`config.mk`:
```
export PLATFORM = sky130hd
export DESIGN_NAME = pwm_timer_chan
export DESIGN_NICKNAME = d
export VERILOG_FILES = /design/src/rtl/ptc_pkg.sv /design/src/rtl/ptc_src_sel.sv /design/src/rtl/ptc_prescaler.sv /design/src/rtl/ptc_counter.sv /design/src/rtl/pwm_timer_chan.sv
export SDC_FILE = /design/constraint.sdc
export NUM_CORES = 1
export LEC_CHECK = 0
export ABC_AREA = 0
export ABC_CLOCK_PERIOD_IN_PS = 3800
export BUFFER_PORTS_ARGS = -buffer_cell sky130_fd_sc_hd__buf_2
export CORE_MARGIN = 8
export CORE_UTILIZATION = 40
export CTS_CLUSTER_DIAMETER = 200
export DETAILED_ROUTE_END_ITERATION = 16
export GPL_TIMING_DRIVEN = 0
export PLACE_DENSITY = 0.59
export RECOVER_POWER = 100
export SYNTH_ARGS = -nofsm -noshare
export SYNTH_HDL_FRONTEND = slang
export SYNTH_SLANG_ARGS = --single-unit
```
`constraint.sdc`:
```
create_clock -name clk -period 3.8 [get_ports clk]
set_input_delay 0.76 -clock clk [delete_from_list [all_inputs] [get_ports clk]]
set_output_delay 0.76 -clock clk [all_outputs]
set_load 0.01 [all_outputs]
```
`src/rtl/ptc_pkg.sv`:
```
package ptc_pkg;
  localparam int PRE_W = 10;

  typedef struct packed {
    logic       inv;
    logic       pwm_en;
    logic [2:0] presc;
    logic [2:0] src;
  } ctrl_t;

  // field positions of the control word
  function automatic ctrl_t ctrl_decode(input logic [15:0] w);
    ctrl_t c;
    c.src    = w[2:0];
    c.presc  = w[5:3];
    c.pwm_en = w[7];
    c.inv    = w[8];
    return c;
  endfunction

  // last prescaler phase for a ratio code (ratio minus one)
  function automatic logic [PRE_W-1:0] presc_last(input logic [2:0] code);
    logic [PRE_W-1:0] r;
    case (code)
      3'd0:    r = PRE_W'(0);
      3'd1:    r = PRE_W'(3);
      3'd2:    r = PRE_W'(15);
      3'd3:    r = PRE_W'(63);
      3'd4:    r = PRE_W'(255);
      default: r = PRE_W'(1023);
    endcase
    return r;
  endfunction

  // lowest set bit wins
  function automatic logic [2:0] src_grant(input logic [2:0] sel);
    return sel & (~sel + 3'd1);
  endfunction
endpackage

```
`src/rtl/ptc_src_sel.sv`:
```
module ptc_src_sel (
  input  logic       clk,
  input  logic       rst_n,
  input  logic [2:0] sel,
  input  logic       rtc_stb,
  input  logic       ext_stb,
  output logic       src_stb,
  output logic [2:0] grant
);
  import ptc_pkg::*;

  always_comb begin
    grant   = src_grant(sel);
    src_stb = (grant[0]) | (grant[1] & rtc_stb) | (grant[2] & ext_stb);
  end


  grant_onehot_chk: assert property (@(posedge clk) disable iff (!rst_n)
    $onehot0(grant) && ((sel != 3'b000) -> (grant != 3'b000)));
endmodule

```
`src/rtl/ptc_prescaler.sv`:
```
module ptc_prescaler #(
  parameter int PW = ptc_pkg::PRE_W
) (
  input  logic       clk,
  input  logic       rst_n,
  input  logic       chan_en,
  input  logic       chan_stop,
  input  logic       stb,
  input  logic [2:0] code,
  output logic       tick
);
  import ptc_pkg::*;

  logic [PW-1:0] pre_cnt;
  logic [PW-1:0] last;
  logic          active;

  always_comb begin
    last   = presc_last(code);
    active = chan_en & ~chan_stop;
    tick   = active & stb & (pre_cnt >= last);
  end

  always_ff @(posedge clk or negedge rst_n) begin
    if (!rst_n)                pre_cnt <= '0;
    else if (!chan_en)         pre_cnt <= '0;
    else if (tick)             pre_cnt <= '0;
    else if (active && stb)    pre_cnt <= pre_cnt + 1'b1;
  end


  stop_hold_chk: assert property (@(posedge clk) disable iff (!rst_n)
    (chan_en && chan_stop) |=> $stable(pre_cnt));


  tick_restart_chk: assert property (@(posedge clk) disable iff (!rst_n)
    (tick && chan_en) |=> (pre_cnt == '0));
endmodule

```
`src/rtl/ptc_counter.sv`:
```
module ptc_counter #(
  parameter int CW = 16
) (
  input  logic          clk,
  input  logic          rst_n,
  input  logic          tick,
  input  logic          wr_cnt,
  input  logic [CW-1:0] wr_data,
  input  logic [CW-1:0] full_val,
  input  logic [CW-1:0] half_val,
  output logic [CW-1:0] cnt,
  output logic          full_hit,
  output logic          half_hit
);
  logic [CW-1:0] step;
  logic          at_full;

  function automatic logic [CW-1:0] advance(input logic [CW-1:0] c,
                                            input logic [CW-1:0] f);
    return (c == f) ? '0 : c + 1'b1;
  endfunction

  always_comb begin
    at_full = (cnt == full_val);
    step    = advance(cnt, full_val);
  end

  always_ff @(posedge clk or negedge rst_n) begin
    if (!rst_n) begin
      cnt      <= '0;
      full_hit <= 1'b0;
      half_hit <= 1'b0;
    end else begin
      full_hit <= 1'b0;
      half_hit <= 1'b0;
      if (wr_cnt) begin
        cnt <= wr_data;
      end else if (tick) begin
        cnt      <= step;
        full_hit <= (step == full_val);
        half_hit <= (step == half_val);
      end
    end
  end


  cnt_step_chk: assert property (@(posedge clk) disable iff (!rst_n)
    (tick && !wr_cnt && !at_full) |=> (cnt == $past(cnt) + 1'b1));


  cnt_wrap_chk: assert property (@(posedge clk) disable iff (!rst_n)
    (tick && !wr_cnt && at_full) |=> (cnt == '0));


  cnt_load_chk: assert property (@(posedge clk) disable iff (!rst_n)
    wr_cnt |=> (cnt == $past(wr_data)));


  cnt_hold_chk: assert property (@(posedge clk) disable iff (!rst_n)
    (!tick && !wr_cnt) |=> $stable(cnt));


  full_pulse_chk: assert property (@(posedge clk) disable iff (!rst_n)
    full_hit |-> ($past(tick) && !$past(wr_cnt)));


  half_pulse_chk: assert property (@(posedge clk) disable iff (!rst_n)
    half_hit |-> ($past(tick) && !$past(wr_cnt)));
endmodule

```
`src/rtl/pwm_timer_chan.sv`:
```
module pwm_timer_chan #(
  parameter int CW = 16
) (
  input  logic          clk,
  input  logic          rst_n,
  input  logic [CW-1:0] wr_data,
  input  logic          wr_full,
  input  logic          wr_half,
  input  logic          wr_cnt,
  input  logic          wr_ctrl,
  input  logic          chan_en,
  input  logic          chan_stop,
  input  logic          rtc_stb,
  input  logic          ext_stb,
  output logic          full_hit,
  output logic          half_hit,
  output logic [CW-1:0] count_val,
  output logic          pwm_out
);
  import ptc_pkg::*;

  logic [15:0]   ctrl_q;
  logic [CW-1:0] full_q;
  logic [CW-1:0] half_q;
  ctrl_t         cfg;
  logic          src_stb;
  logic [2:0]    grant;
  logic          tick;
  logic          pwm_raw;

  always_ff @(posedge clk or negedge rst_n) begin
    if (!rst_n) begin
      ctrl_q <= '0;
      full_q <= '1;
      half_q <= '1;
    end else begin
      if (wr_ctrl) ctrl_q <= wr_data[15:0];
      if (wr_full) full_q <= wr_data;
      if (wr_half) half_q <= wr_data;
    end
  end

  assign cfg = ctrl_decode(ctrl_q);

  ptc_src_sel u_src (
    .clk     (clk),
    .rst_n   (rst_n),
    .sel     (cfg.src),
    .rtc_stb (rtc_stb),
    .ext_stb (ext_stb),
    .src_stb (src_stb),
    .grant   (grant)
  );

  ptc_prescaler #(.PW(PRE_W)) u_pre (
    .clk       (clk),
    .rst_n     (rst_n),
    .chan_en   (chan_en),
    .chan_stop (chan_stop),
    .stb       (src_stb),
    .code      (cfg.presc),
    .tick      (tick)
  );

  ptc_counter #(.CW(CW)) u_cnt (
    .clk      (clk),
    .rst_n    (rst_n),
    .tick     (tick),
    .wr_cnt   (wr_cnt),
    .wr_data  (wr_data),
    .full_val (full_q),
    .half_val (half_q),
    .cnt      (count_val),
    .full_hit (full_hit),
    .half_hit (half_hit)
  );

  always_comb begin
    pwm_raw = cfg.pwm_en & (count_val < half_q);
    pwm_out = pwm_raw ^ cfg.inv;
  end


  pwm_idle_chk: assert property (@(posedge clk) disable iff (!rst_n)
    !cfg.pwm_en |-> (pwm_out == cfg.inv));


  stop_freeze_chk: assert property (@(posedge clk) disable iff (!rst_n)
    (chan_stop && !wr_cnt) |=> $stable(count_val));
endmodule

```
# == Word-level counts from Yosys, hierarchy flattened ==
# Cells that the tools add are included.
# word_totals
ff_bits,69
inputBits,26
output_inout_bits,19
wordCells,46
# op_classes
add_sub_neg,3
n_lt_le_gt_ge,2
eq_ne,8
muxes,11
bitwise_logic,12
n_reduce_logical,3
# op_table
operator,count
$pmux W10 S5,1
$eq A16 B16 Y1,3
$mux W16,3
$mux W10,3
$add A16 B1 Y16 const B,1
$lt A16 B16 Y1,1
$add A10 B1 Y10 const B,1
$ge A10 B10 Y1,1
$and A1 B1 Y1,6
$eq A3 B2 Y1 const B,2
$mux W1,4
$add A3 B1 Y3 const B,1
$and A3 B3 Y3,1
$eq A3 B1 Y1 const B,1
$eq A3 B3 Y1 const B,1
$logic_not A3 Y1,1
$ne A3 B1 Y1 const B,1
$not A3 Y3,1
$or A1 B1 Y1,2
$reduce_bool A2 Y1,1
$logic_and A1 B1 Y1,1
$not A1 Y1,1
$xor A1 B1 Y1,1

# == Longest topological paths before layout ==
# Gate-level depths: netlist of the first run.
# logic_depth
ltp_word,10
depth_mapped,11
ltp_nobuf,9

# == Cells and area by module ==
# Synthesis of the first run repeated with hierarchy kept, for this count alone.
# hier_totals
hier_cells,546
hier_area_um2,5116.2
# modules_own_cells
module,instances,cells_per_inst,area_per_inst_um2,seq_area_each_um2
ptc_counter,1,283,2239.6,450.4
pwm_timer_chan,1,154,1894.3,1041.0
ptc_prescaler,1,103,942.2,250.2
ptc_src_sel,1,6,40.0,0.0

# == Worst setup path before layout of the first run ==
# OpenSTA, ideal clock, no wires.
# synth_timing
path_type,register -> output
start,reg half_q[1]
end,out pwm_out
arrival_ns,1.947
required_time_ns,3.040
path_slack_ns,1.093
path_stages_with_launch,9
path_buffers,0
path_cell_list,dfstp_2 -> inv_1 -> ha_1 -> a21o_1 -> a21oi_1 -> o21ai_1 -> a2111oi_0 -> o2111ai_1 -> xnor2_1
# synth_between
elab_chain_cells,3
# synth_lines
item,line_no,rtl
start: declaration,pwm_timer_chan.sv:24,logic [CW-1:0] half_q;
start signal: assignment,pwm_timer_chan.sv:39,if (wr_half) half_q <= wr_data;
$lt A16 B16 Y1,pwm_timer_chan.sv:79,pwm_raw = cfg.pwm_en & (count_val < half_q);
$and A1 B1 Y1,pwm_timer_chan.sv:79,
$xor A1 B1 Y1,pwm_timer_chan.sv:80,pwm_out = pwm_raw ^ cfg.inv;
end: declaration,pwm_timer_chan.sv:18,output logic pwm_out
# Every way passes these cells.

# == Worst setup path after layout of the first run ==
# Same ends and word-level chain as after synthesis.

==> impl_metrics.tcl, run 1 <==
set metrics [dict create \
    rsz0062_at_grt "no" \
    core.rowCount 41 \
    cp-end-kind "output port" \
    die_area_sq_mm 0.0164 \
    hold_depth 1 \
    grt_overflow_total 0 \
    cp_max_fo 3 \
    cp.arrival_ps 2850 \
    area_growth_pct 13.4 \
    cts_hold_buf 0 \
    p_seq_share_pct 39.8 \
    insertion_delay_ps 350 \
    synth_top_family_by_area "compound AO/OA/AOI/OAI gates" \
    slew_headroom_pct -17.9 \
    grt_max_degree 69 \
    pwr-share-clk_pct 35.4 \
    r2r_slack_ps 330 \
    first_pass_iters 5 \
    yosysWarningCount 0 \
    die-height_um 128 \
    syn_inst 529 \
    worst_pin_slew_ps 1770 \
    yosysSeqAreaShare_pct 34.8 \
    vias 4422 \
    drt-total-wl_mm 15.8 \
    finalCriticalPeriod_ps 3610 \
    hp-class "flop to flop" \
    start_kind "flop" \
    period_share_pct 94.9 \
    cts_tree "yes" \
    p_sw_uw 717 \
    setup_viol 0 \
    final_core_util_pct 45.7 \
    yosys_most_used_dff "dfrtp_1" \
    antenna_found_initial 0 \
    p_comb_share_pct 24.8 \
    cts_sinks 68 \
    violations "max-capacitance violations, max-slew violations" \
    powerDensity_mw_per_mm2 395 \
    setup_tns_ps 0 \
    synth_cell_types 75 \
    ant_nets 0 \
    hold_slack_ps 513 \
    p_leak_uw 0.00233 \
    cts_resized 0 \
    holdPathEnd "ctrl_q[7]" \
    slew_violations 69 \
    clock-skew-final_ps 7.27 \
    drive_gt1_share_pct 22.5 \
    gp_congestion 0.950 \
    cts_setup_buffers 0 \
    r2r-end "u_cnt.full_hit" \
    setup.worst_path.class "flop to output port" \
    synth_nets 580 \
    cts_buffers 9 \
    diodes 0 \
    synth_xor_area_share_pct 9.24 \
    h-tree-depth 3 \
    syn_area_sq_mm 0.00501 \
    maxCapViolations 1 \
    hpwl_mm 11.6 \
    pin_count 45 \
    die_w_um 128 \
    peakVddDrop_mv 0.285 \
    first_iter_violations 325 \
    hold_viol 0 \
    r2r_start "ctrl_q[3]" \
    ys_ff_latch 68 \
    fin_ws_ps 193 \
    path_clk_slew_ps 50 \
    synth_edf_count 0 \
    async_flop_share_pct 100 \
    r2r_cells 10 \
    port_buffers 42 \
    synth_compound_area_share_pct 19.1 \
    place_ws_ps 407 \
    grt_pass1_vias 4348 \
    crit_required_ps 3040 \
    final_cell_mix "48 x nand2_1, 41 x o21ai_0, 38 x clkbuf_1" \
    timing.fmax_mhz 277 \
    grt_pass1_wl_mm 24.7 \
    synthAdderAreaFrac_pct 6.24 \
    wl_per_cell_um 20.8 \
    core_sq_mm 0.0124 \
    yosys.area_share.simple_pct 19.0 \
    drc_errors 0 \
    root_buffer "clkbuf_16" \
    cts.path.max_buffers 2 \
    nets 633 \
    p_total_uw 2240 \
    synth.area.mux_share_pct 6.24 \
    p_int_uw 1520 \
    layout_commonest_cell "nand2_1" \
    status "complete, but fails checks" \
    avgViaCountPerCell 5.83 \
    grt_usage_pct 19.9 \
    swShare_pct 32.0 \
    start_util_pct 40.4 \
    syn-mean-instance-area_sq_um 9.47 \
    hp-start "ctrl_q[7]" \
]
## flip-flops by register name, indices dropped and copies added (netlist names)
| register | count |
|---|---|
| full_q | 16 |
| half_q | 16 |
| u_cnt.cnt | 16 |
| u_pre.pre_cnt | 10 |
| ctrl_q | 8 |
| u_cnt.full_hit | 1 |
| u_cnt.half_hit | 1 |
## power groups by stage
stage	registers (uW)	logic (uW)	clock network [uW]
floorplan	882	387	0
global placement	898	547	0
detailed placement	900	556	0
CTS	889	560	813
global route	900	611	837
finish	891	556	794
## cell usage after synthesis, types with 3 or more instances
| cell type | number | share of area, % |
|---|---|---|
| a22o_1 | 6 | 1.0 |
| and4_1 | 7 | 1.2 |
| nor2_1 | 27 | 2.0 |
| a21boi_1 | 4 | 0.60 |
| a2bb2oi_1 | 4 | 0.70 |
| nand2b_1 | 5 | 0.62 |
| buf_6 | 3 | 0.67 |
| xnor2_1 | 23 | 4.0 |
| ha_1 | 25 | 6.2 |
| dfrtp_1 | 36 | 18 |
| o31ai_1 | 5 | 0.75 |
| o21ai_1 | 5 | 0.50 |
| mux2_2 | 26 | 5.8 |
| nand4_1 | 13 | 1.6 |
| a21oi_1 | 21 | 2.1 |
| inv_1 | 23 | 1.7 |
| dfstp_2 | 32 | 17 |
| buf_2 | 12 | 1.2 |
| nand3b_1 | 4 | 0.60 |
| nor3_1 | 8 | 0.80 |
| nor4_1 | 6 | 0.75 |
| o22ai_1 | 3 | 0.37 |
| a211oi_1 | 3 | 0.45 |
| o31a_1 | 3 | 0.52 |
| or4_1 | 4 | 0.60 |
| or3_1 | 7 | 0.87 |
| xor2_1 | 9 | 1.6 |
| o21ai_0 | 39 | 3.9 |
| o32ai_1 | 3 | 0.52 |
| clkbuf_1 | 13 | 0.97 |
| xnor2_2 | 6 | 1.9 |
| a31oi_1 | 8 | 1.0 |
| nand3_1 | 14 | 1.4 |
| nor2b_1 | 3 | 0.37 |
| a21o_1 | 8 | 1.2 |
| nand2_1 | 48 | 3.6 |
| and2_1 | 4 | 0.50 |
| o211ai_1 | 5 | 0.75 |
| o22a_1 | 4 | 0.70 |
| buf_4 | 4 | 0.60 |
## area by class of cell
cell class | count | area, sq um
flip-flops and latches | 68 | 1740
clock buffers | 14 | 264
clock inverters | 2 | 12.5
multi-input cells | 403 | 2990
well taps | 172 | 215
repair buffers | 42 | 185
plain buffers | 33 | 175
inverters | 25 | 93.8
fillers | 1237 | 6740
## worst max-delay path, cell delays in order (launching register included)
cell and delay [ps]:
dfstp_2 540, inv_1 70, ha_1 270, a21o_1 180
a21oi_1 150, o21ai_1 140, a2111oi_0 570, o2111ai_1 220
xnor2_1 190, clkbuf_1 170
## worst max-delay path by stage
| stage | start | to | slack [ps] |
|---|---|---|---|
| global route | half_q[1] | pwm_out | 100 |
| finish | half_q[1] | pwm_out | 190 |
| CTS | half_q[1] | pwm_out | 220 |
| floorplan | half_q[1] | pwm_out | 1090 |
| global placement | ctrl_q[3] | u_cnt.full_hit | 390 |
| detailed placement | ctrl_q[3] | u_cnt.cnt[13] | 410 |
## layer usage
metal,GRT usage (%),routed length (um),vias up
met5,0,0,-
li1,-,-,2061
met4,7.76,382,0
met3,4.37,831,25
met2,32.1,7500,137
met1,25.5,7080,2199
## logic make-up (layout without fill, tap and decap cells)
| kind of cell | Yosys count | count (layout) |
|---|---|---|
| adder cells (fa/ha/maj) | 25 | 25 |
| buffers and inverters | 58 | 116 |
| AO/OA/AOI/OAI | 140 | 140 |
| XOR/XNOR | 42 | 42 |
| AND/OR/NAND/NOR | 168 | 168 |
| multiplexers | 28 | 28 |
| flip-flops | 68 | 68 |
## stage by stage
step	instances	area [sq um]
finish	759	5680
global route	759	5680
CTS	759	5710
detailed placement	743	5440
global placement	743	5440
floorplan	529	5010
Note: power is estimated with default switching activity, not from simulation.
==> inputs of run 2 (changes only) <==
ABC_CLOCK_PERIOD_IN_PS = 4000   (was 3800)
CORE_UTILIZATION = 60   (was 40)
PLACE_DENSITY = 0.82   (was 0.59)
clock period = 4 ns   (was 3.8 ns; I/O delays follow)
==> run 2 against run 1 <==
The flow still finishes with violations (max-capacitance violations, max-slew violations). Clock skew increased by 8.4 ps. Non-clock buffer count stayed put. Sequential power fell by 4.7%. Sequential cell count unchanged. First-iteration DRC count increased by 43%. Critical path depth grew 1. Hold slack better by 6.5 ps.
==> impl_metrics.tcl, run 2 (synthesized netlist as in run 1, its figures left out) <==
set metrics [dict create \
    cts_buffers 9 \
    nets 633 \
    start_kind "flop" \
    violations "max-capacitance violations, max-slew violations" \
    hp-class "flop to flop" \
    vias 4617 \
    pin_count 45 \
    start_util_pct 61.3 \
    placed_cell_area_sq_mm 0.00535 \
    hpwl_mm 11.2 \
    hold_viol 0 \
    cts_sinks 68 \
    first_pass_iters 5 \
    final_area_sq_mm 0.00549 \
    first_iter_violations 465 \
    status "complete, but fails checks" \
    largest_registers "full_q (16), half_q (16), u_cnt.cnt (16)" \
    p_leak_uw 0.00229 \
    cts_tree "yes" \
    clock-skew-final_ps 15.7 \
    p_seq_share_pct 43.6 \
    grt_usage_pct 26.5 \
    finalCriticalPeriod_ps 3620 \
    path_clk_slew_ps 80 \
    p_comb_share_pct 27.0 \
    grt_pass1_vias 4460 \
    port_buffers 42 \
    setup_tns_ps 0 \
    cts_resized 0 \
    core_sq_mm 0.00818 \
    pwr-share-clk_pct 29.3 \
    ant_nets 0 \
    swShare_pct 34.1 \
    slew_headroom_pct -13.7 \
    rsz0062_at_grt "no" \
    setup_viol 0 \
    period_share_pct 90.6 \
    root_buffer "clkbuf_8" \
    cts.path.max_buffers 2 \
    gp_congestion 0.946 \
    wl_per_cell_um 21.5 \
    cts_setup_buffers 0 \
    final_cell_mix "48 x nand2_1, 42 x o21ai_0, 36 x dfrtp_1" \
    timing.fmax_mhz 276 \
    die_area_sq_mm 0.0115 \
    grt_max_degree 69 \
    area_growth_pct 9.59 \
    worst_pin_slew_ps 1710 \
    diodes 0 \
    drt-total-wl_mm 14.9 \
    die-height_um 107 \
    maxCapViolations 1 \
    setup.worst_path.class "flop to flop" \
    drc_errors 0 \
    grt_pass1_wl_mm 23.7 \
    slew_violations 69 \
    avgViaCountPerCell 6.67 \
    antenna_found_initial 1 \
    p_total_uw 1940 \
    cts_hold_buf 0 \
    powerDensity_mw_per_mm2 354 \
    peakVddDrop_mv 0.270 \
    insertion_delay_ps 360 \
    final_core_util_pct 67.2 \
    p_sw_uw 663 \
    p_int_uw 1280 \
    h-tree-depth 3 \
    grt_overflow_total 0 \
    cp-end-kind "flop" \
    layout_commonest_cell "nand2_1" \
    core.rowCount 33 \
    cp.arrival_ps 3880 \
    die_w_um 107 \
    cp_max_fo 10 \
    hold_slack_ps 519 \
    drive_gt1_share_pct 22.8 \
    crit_required_ps 4260 \
]
## run 2: through the flow
| stage | worst slack, ps | instances |
|---|---|---|
| final | 377 | 692 |
| after detailed placement | 763 | 676 |
| after global routing | 278 | 692 |
| after CTS | 576 | 692 |
| after global placement | 829 | 676 |
| after floorplan | 1250 | 529 |
## run 2: final cells by class
class	count	area [sq um]
flip-flops and latches	68	1740
plain buffers	33	176
multi-input cells	403	2980
fillers	670	2690
inverters	25	93.8
repair buffers	42	186
clock buffers	11	131
well taps	105	131
clock inverters	5	53.8
## run 2: path summary, 6_finish.rpt
path                            endpoint  startpoint  slack [ps]  depth (start not counted)
max                        u_cnt.cnt[11]   ctrl_q[3]         380                         10
min                            ctrl_q[0]   ctrl_q[0]         520                          1
max reg2reg                u_cnt.cnt[11]   ctrl_q[3]         380                         10
min reg2reg                    ctrl_q[0]   ctrl_q[0]         520                          1
max in group asynchronous      ctrl_q[3]       rst_n        2090                          1
min in group asynchronous  u_cnt.cnt[13]       rst_n         880                          1
## run 2: metal layers
layer / share of wire, % / global-route usage [%] / up-vias
met5: 0.087 / 0 / -
met4: 2.6 / 9.81 / 2
met3: 9.4 / 6.05 / 42
met2: 46 / 41.4 / 240
met1: 42 / 35.1 / 2281
li1: - / - / 2052
## run 2: critical path, cell delays in order, from the launching register on
cell and delay, ps:
dfrtp_1 430, or3_1 410, ha_1 270, nand2b_1 140, a211oi_1 260, o211ai_1 150, a41oi_1 760, or2_2 230
clkbuf_1 450, o21ai_0 210, a2bb2oi_1 210
## run 2: power by group through the flow
| stage | combinational [uW] | sequential (uW) | clock, uW |
|---|---|---|---|
| detailed placement | 523 | 856 | 0 |
| CTS | 527 | 845 | 572 |
| finish | 526 | 849 | 570 |
| global placement | 507 | 853 | 0 |
| global route | 579 | 855 | 603 |
| floorplan | 368 | 838 | 0 |
